<file path="src/rtl/bfp_pkg.sv">
package bfp_pkg;
    localparam int IQ_W     = 16;
    localparam int RE_N     = 12;
    localparam int CFG_BITS = 5;

    typedef enum logic {
        PH_FILL  = 1'b0,
        PH_DRAIN = 1'b1
    } phase_e;

    typedef struct packed {
        logic signed [IQ_W-1:0] re;
        logic signed [IQ_W-1:0] im;
    } iq_pair_t;
endpackage

</file>
<file path="src/rtl/bfp_peak_tracker.sv">
module bfp_peak_tracker #(
    parameter int W = 16,
    localparam int PW = W + 1
) (
    input  logic                clk,
    input  logic                rst,
    input  logic                clr,
    input  logic                upd,
    input  logic                restart,
    input  logic signed [W-1:0] re,
    input  logic signed [W-1:0] im,
    output logic [PW-1:0]       peak
);
    logic [PW-1:0] mag_re, mag_im, pair_max, run_max;

    always_comb begin
        mag_re   = re[W-1] ? PW'(-{re[W-1], re}) : PW'({1'b0, re});
        mag_im   = im[W-1] ? PW'(-{im[W-1], im}) : PW'({1'b0, im});
        pair_max = (mag_re > mag_im) ? mag_re : mag_im;
        run_max  = (pair_max > peak) ? pair_max : peak;
    end

    always_ff @(posedge clk) begin
        if (rst || clr) begin
            peak <= '0;
        end else if (upd) begin
            peak <= restart ? pair_max : run_max;
        end
    end
endmodule

</file>
<file path="src/rtl/bfp_exp_unit.sv">
module bfp_exp_unit #(
    parameter int W = 16,
    localparam int PW = W + 1
) (
    input  logic [PW-1:0]                  peak,
    input  logic [bfp_pkg::CFG_BITS-1:0]   cfg_w,
    input  logic [bfp_pkg::CFG_BITS-1:0]   cfg_c,
    output logic [4:0]                     shift,
    output logic [3:0]                     expo
);
    logic [PW-1:0] peak_m1, thr;
    int            clog;
    int            sh;
    int            d;

    always_comb begin
        peak_m1 = peak - PW'(1);
        thr     = PW'(1) << (cfg_w - 5'd1);
        clog    = 0;
        if (peak > PW'(1)) begin
            for (int k = 0; k < PW; k++) begin
                if (peak_m1[k]) clog = k + 1;
            end
        end
        if (peak >= thr) sh = 0;
        else             sh = int'(cfg_w) - 1 - clog;
        d     = int'(cfg_w) - int'(cfg_c) - sh;
        shift = 5'(sh);
        expo  = (d < 0) ? 4'd0 : 4'(d);
    end
endmodule

</file>
<file path="src/rtl/bfp_mant_unit.sv">
module bfp_mant_unit #(
    parameter int W = 16,
    localparam int XW = 3 * W
) (
    input  logic signed [W-1:0]            x,
    input  logic [4:0]                     shift,
    input  logic [bfp_pkg::CFG_BITS-1:0]   cfg_w,
    input  logic [bfp_pkg::CFG_BITS-1:0]   cfg_c,
    output logic [W-1:0]                   mant
);
    logic signed [XW-1:0] ext, v, hi, lo;

    always_comb begin
        ext = {{(XW-W){x[W-1]}}, x};
        v   = (ext <<< (int'(shift) + int'(cfg_c))) >>> cfg_w;
        hi  = $signed(XW'(1) << (cfg_c - 5'd1)) - XW'(1);
        lo  = -hi - XW'(1);
        if (v > hi)      mant = hi[W-1:0];
        else if (v < lo) mant = lo[W-1:0];
        else             mant = v[W-1:0];
    end
endmodule

</file>
<file path="src/rtl/bfp_rb_compressor.sv">
module bfp_rb_compressor
    import bfp_pkg::*;
#(
    parameter int RE_PER_BLK = RE_N,
    localparam int NBEAT = 2 * RE_PER_BLK + 1,
    localparam int BW    = $clog2(NBEAT),
    localparam int IW    = $clog2(RE_PER_BLK)
) (
    input  logic                  clk,
    input  logic                  rst,
    input  logic [CFG_BITS-1:0]   cfg_in_width,
    input  logic [CFG_BITS-1:0]   cfg_comp_width,
    input  logic                  in_valid,
    output logic                  in_ready,
    input  logic                  in_first,
    input  logic [IQ_W-1:0]       in_i,
    input  logic [IQ_W-1:0]       in_q,
    output logic                  out_valid,
    input  logic                  out_ready,
    output logic [IQ_W-1:0]       out_data,
    output logic                  out_kind,
    output logic                  out_last
);
    phase_e          phase;
    logic [IW-1:0]   fill_cnt, wr_idx, rd_idx;
    logic [BW-1:0]   beat;
    iq_pair_t        store [RE_PER_BLK];
    logic            acc, take, drain_done;
    logic [IQ_W:0]   peak;
    logic [4:0]      shift;
    logic [3:0]      expo;
    logic [IQ_W-1:0] mant;
    logic [IQ_W-1:0] pick;

    assign in_ready   = (phase == PH_FILL);
    assign out_valid  = (phase == PH_DRAIN);
    assign acc        = in_valid && in_ready;
    assign take       = out_valid && out_ready;
    assign drain_done = take && (beat == BW'(NBEAT - 1));
    assign wr_idx     = in_first ? '0 : fill_cnt;

    // Sample buffer between the peak pass and the scaling pass
    for (genvar g = 0; g < RE_PER_BLK; g++) begin : g_slot
        always_ff @(posedge clk) begin
            if (acc && wr_idx == IW'(g)) begin
                store[g] <= '{re: in_i, im: in_q};
            end
        end
    end

    always_ff @(posedge clk) begin
        if (rst) begin
            phase    <= PH_FILL;
            fill_cnt <= '0;
            beat     <= '0;
        end else if (phase == PH_FILL) begin
            if (acc) begin
                if (wr_idx == IW'(RE_PER_BLK - 1)) begin
                    phase    <= PH_DRAIN;
                    fill_cnt <= '0;
                end else begin
                    fill_cnt <= wr_idx + IW'(1);
                end
            end
        end else if (take) begin
            if (drain_done) begin
                phase <= PH_FILL;
                beat  <= '0;
            end else begin
                beat <= beat + BW'(1);
            end
        end
    end

    bfp_peak_tracker #(.W(IQ_W)) u_peak (
        .clk     (clk),
        .rst     (rst),
        .clr     (drain_done),
        .upd     (acc),
        .restart (acc && in_first),
        .re      (in_i),
        .im      (in_q),
        .peak    (peak)
    );

    bfp_exp_unit #(.W(IQ_W)) u_exp (
        .peak  (peak),
        .cfg_w (cfg_in_width),
        .cfg_c (cfg_comp_width),
        .shift (shift),
        .expo  (expo)
    );

    // Beat 1 is I0, beat 2 is Q0, and so on
    always_comb begin
        rd_idx = (beat == '0) ? '0 : IW'((beat - BW'(1)) >> 1);
        pick   = beat[0] ? store[rd_idx].re : store[rd_idx].im;
    end

    bfp_mant_unit #(.W(IQ_W)) u_mant (
        .x     (pick),
        .shift (shift),
        .cfg_w (cfg_in_width),
        .cfg_c (cfg_comp_width),
        .mant  (mant)
    );

    assign out_kind = (beat != '0);
    assign out_last = (beat == BW'(NBEAT - 1));
    assign out_data = out_kind ? mant : {{(IQ_W-4){1'b0}}, expo};
endmodule

</file>
<file path="config.mk">
export PLATFORM = sky130hd
export DESIGN_NAME = bfp_rb_compressor
export DESIGN_NICKNAME = d
export VERILOG_FILES = /design/src/rtl/bfp_pkg.sv /design/src/rtl/bfp_peak_tracker.sv /design/src/rtl/bfp_exp_unit.sv /design/src/rtl/bfp_mant_unit.sv /design/src/rtl/bfp_rb_compressor.sv
export SDC_FILE = /design/constraint.sdc
export NUM_CORES = 1
export LEC_CHECK = 0
export BUFFER_PORTS_ARGS = -buffer_cell sky130_fd_sc_hd__buf_2
export CELL_PAD_IN_SITES_DETAIL_PLACEMENT = 0
export CELL_PAD_IN_SITES_GLOBAL_PLACEMENT = 1
export CORE_ASPECT_RATIO = 1.1
export CORE_MARGIN = 2
export CORE_UTILIZATION = 30
export DETAILED_ROUTE_END_ITERATION = 8
export PLACE_DENSITY_LB_ADDON = 0.1
export SLEW_MARGIN = 10
export SYNTH_ARGS = -nofsm -noshare
export SYNTH_HDL_FRONTEND = slang
export SYNTH_SLANG_ARGS = --single-unit
</file>
<file path="constraint.sdc">
create_clock -name clk -period 49.4 [get_ports clk]
set_input_delay 7.41 -clock clk [delete_from_list [all_inputs] [get_ports clk]]
set_output_delay 7.41 -clock clk [all_outputs]
set_load 0.1 [all_outputs]
</file>
==> metrics <==
Routed WL 131 mm; CP endpoint kind output pin; vias per cell about 6.0; Post-Syn Area ~0.030 sq mm; Async S/R FF share, synth 0%; min cycle time layout approximately 29 ns; total power approximately 2.4 mW; Overall Global Routing Usage 24.8%; DRT Pass-1 Iters 5; die height 336 um; share of cells above drive strength 1 10.3%; post-route insts no fill roughly 4400; Clock Power Share 14.2%; TNS Setup 0 ns; gr busiest metal met2; IR Drop Worst-Case VDD 0.0000639 V; max-slew violation count 0; post-CTS sizing 0; Flop pwr share approximately 16%; Worst-path clk slew ~0.06 ns; Cell Pwr Density between 70 and 80 mW/mm^2; number of fill cells in the layout 10064; main flop type after synthesis edfxtp_1; number of synthesized register bits 411; Final ANT Viol Nets 0; number of cell rows 121; residual DRC count 0; # port buffers 66; hold_sp fill_cnt[1]; Fin. Hold Viols 0; leading area contributor after synthesis edfxtp_1; Peak Freq roughly 0.035 GHz; chip width around 300 um; worst r2r src u_peak.peak[1]; Nets roughly 3400; Critical R2R Capture u_peak.peak[0]; hold path cells 2; crit-path most repeated cell o21a_1; worst-path maximum fanout between 50 and 60; total number of vias roughly 27000; DP Area between 0.03 and 0.04 sq mm; Syn. warnings 0; syn_area_per_cell between 9 and 10 sq um; Syn Inst Count 3109; Max H-tree Level 2; CTS Sinks 411; starting DRC count in detailed routing approximately 2500; reg2reg setup slack between 40 and 50 ns; worst path required time around 42 ns; die area 0.103 sq mm; Seq/Total Area, Yosys about two fifths; CP max stage delay about 0.77 ns; largest net degree at the start of global routing about 60; CTS tree yes; hpwl dp about 91 mm; Hold-fix buffers, CTS 0; setup bufs post-CTS 0; RSZ-0062 raised after global routing false; CTS Buf Count between 40 and 50; critical path startpoint category input pin; largest family of logic cells by synthesized area compound AO/OA/AOI/OAI gates; Pint around 1.1 mW; Net Switching ~1.3 mW; post-synthesis compound-gate area fraction between 20% and 30%; Synth area leaders edfxtp_1 38%, ha_1 8.6%, nand2_1 3.3%; Slowest-stage cell, CP nor3_1; grt ovf 0; initial core utilization 30.3%; met2 GRT Util a little under half; fraction of the mapped netlist area in adder cells around 8.9%; clk_skew approximately 0.034 ns; initial antenna violation count 4; mux cell area share after synthesis 5.80%; final hold slack ~0.48 ns; Pleak 12.0 nW; area share of the largest cell type after synthesis between 30% and 40%; CTS Root Cell clkbuf_16; Switching Fraction a little over half; EDFF count, synth 384; worst rel slew slack 4.28%; placed cell count 4363; setup violators final 0; vias in the first global route approximately 26000; Placer Congestion 0.921; Least-Margin Pin Slew around 1.4 ns; area growth from synthesis to layout 11.3%; clock insertion delay at the later pin of the skew report 0.59 ns; HP Class reg -> reg; Tcrit/Tclk final between 50% and 60%; Core ar. approximately 0.1 sq mm; met3 GRT Util between 1.5 and 2%; GR Util met1 a little under a third; CTS Buffer Depth 3; XOR/XNOR Fraction of Synth Area around 1.5%; run status complete, no violations; Hold Path End fill_cnt[1]; Worst R2R Path Depth 17; first-pass GRT wire length between 150 and 200 mm; fin area about 0.033 sq mm; I/O Pins 67; crit path DAT around 21 ns; max_cap viols 0; synth unique cells between 100 and 150; Gate power share about 70%; WL per Instance ~30 um; type of the worst setup path in -> out; simple-gate share of the synthesized area roughly 16%
-- Yosys cell counts, types with 29 or more instances --
master,count
a31oi_1,37
buf_2,34
edfxtp_1,384
o22ai_1,52
nor3_1,63
a211oi_1,39
nand2_1,267
nor2_1,220
o21ai_0,168
o21a_1,41
o31ai_1,31
nand3_1,136
mux2i_1,97
ha_1,207
a32oi_1,29
inv_1,128
o21bai_1,37
or3_1,30
xnor2_1,31
clkbuf_1,131
and3_1,31
nor4_1,43
nand4_1,37
o211ai_1,36
a21oi_1,179
a21o_1,34
-- cell families (layout without fill, tap and decap cells) --
kind of cell,after synthesis,count (layout)
compound gates,989,989
xor+xnor,53,53
fa+ha+maj,211,211
buf+inv,327,348
flops,411,411
mux,142,142
other cells,2,24
simple gates,974,974
-- state kept, by name, indices dropped and copies added, names as in the netlist --
register     count
u_peak.peak     17
beat             5
fill_cnt         4
store          384
out_valid        1
-- placed cells by master (no fill, tap or decap), drive strengths merged, types with 41 or more instances in the layout --
cell,instances
nor2,221
nand2,268
o21a,41
nor4,46
o21ai,182
o22ai,53
nand3,136
mux2i,97
inv,134
buf,140
a21oi,180
nor3,64
clkbuf,46
edfxtp,384
ha,207
-- worst max-delay path, delay by kind of cell --
| family | cells | cell delay, ns |
|---|---|---|
| buffers and inverters | 8 | 2.21 |
| AOI/OAI and AO/OA | 19 | 3.28 |
| and+or+nand+nor | 19 | 5.26 |
| xor gates and xnor gates | 2 | 0.47 |
| muxes | 3 | 1.25 |
| adders and majority gates | 4 | 1.11 |
-- through the flow --
step | util (%) | setup WS (ns)
after floorplan | - | 21.41
after global placement | 32.2 | 20.54
after detailed placement | 32.2 | 20.87
after CTS | 33.7 | 20.82
after global routing | 33.7 | 19.80
final | 33.7 | 20.88
-- routing by layer --
metal	routed length, um	vias to the layer above
met2	66300	970
met3	5680	192
met1	54000	13422
met5	33	-
li1	-	12070
met4	4500	6
-- power groups by stage --
stage	Sequential (mW)	Combinational [mW]	Clock, mW
after CTS	0.390	1.68	0.356
after floorplan	0.395	1.05	0
after global placement	0.397	1.68	0
final	0.390	1.71	0.348
after global routing	0.390	1.81	0.366
after detailed placement	0.397	1.67	0
-- cell type report --
| cell class | count | area, sq um | share of cell area, % |
|---|---|---|---|
| antenna | 3 | 7.51 | 0.0225 |
| clock buffer | 46 | 1090 | 3.25 |
| clock inverter | 31 | 402 | 1.20 |
| inverter | 131 | 492 | 1.47 |
| multi-input combinational | 2390 | 16900 | 50.4 |
| sequential | 411 | 12100 | 36.1 |
| tap | 1291 | 1620 | 4.83 |
| timing repair buffer | 140 | 886 | 2.65 |
-- worst max path at each step --
| stage | start | endpoint | slack (ns) | depth (start not counted) |
|---|---|---|---|---|
| after CTS | cfg_in_width[2] | out_data[9] | 20.82 | 53 |
| after floorplan | cfg_in_width[1] | out_data[6] | 21.41 | 55 |
| final | cfg_in_width[1] | out_data[6] | 20.88 | 55 |
| after global routing | cfg_in_width[1] | out_data[6] | 19.80 | 55 |
| after global placement | cfg_in_width[1] | out_data[9] | 20.54 | 53 |
| after detailed placement | cfg_in_width[2] | out_data[9] | 20.87 | 53 |
Note: power is estimated with default switching activity, not from simulation.
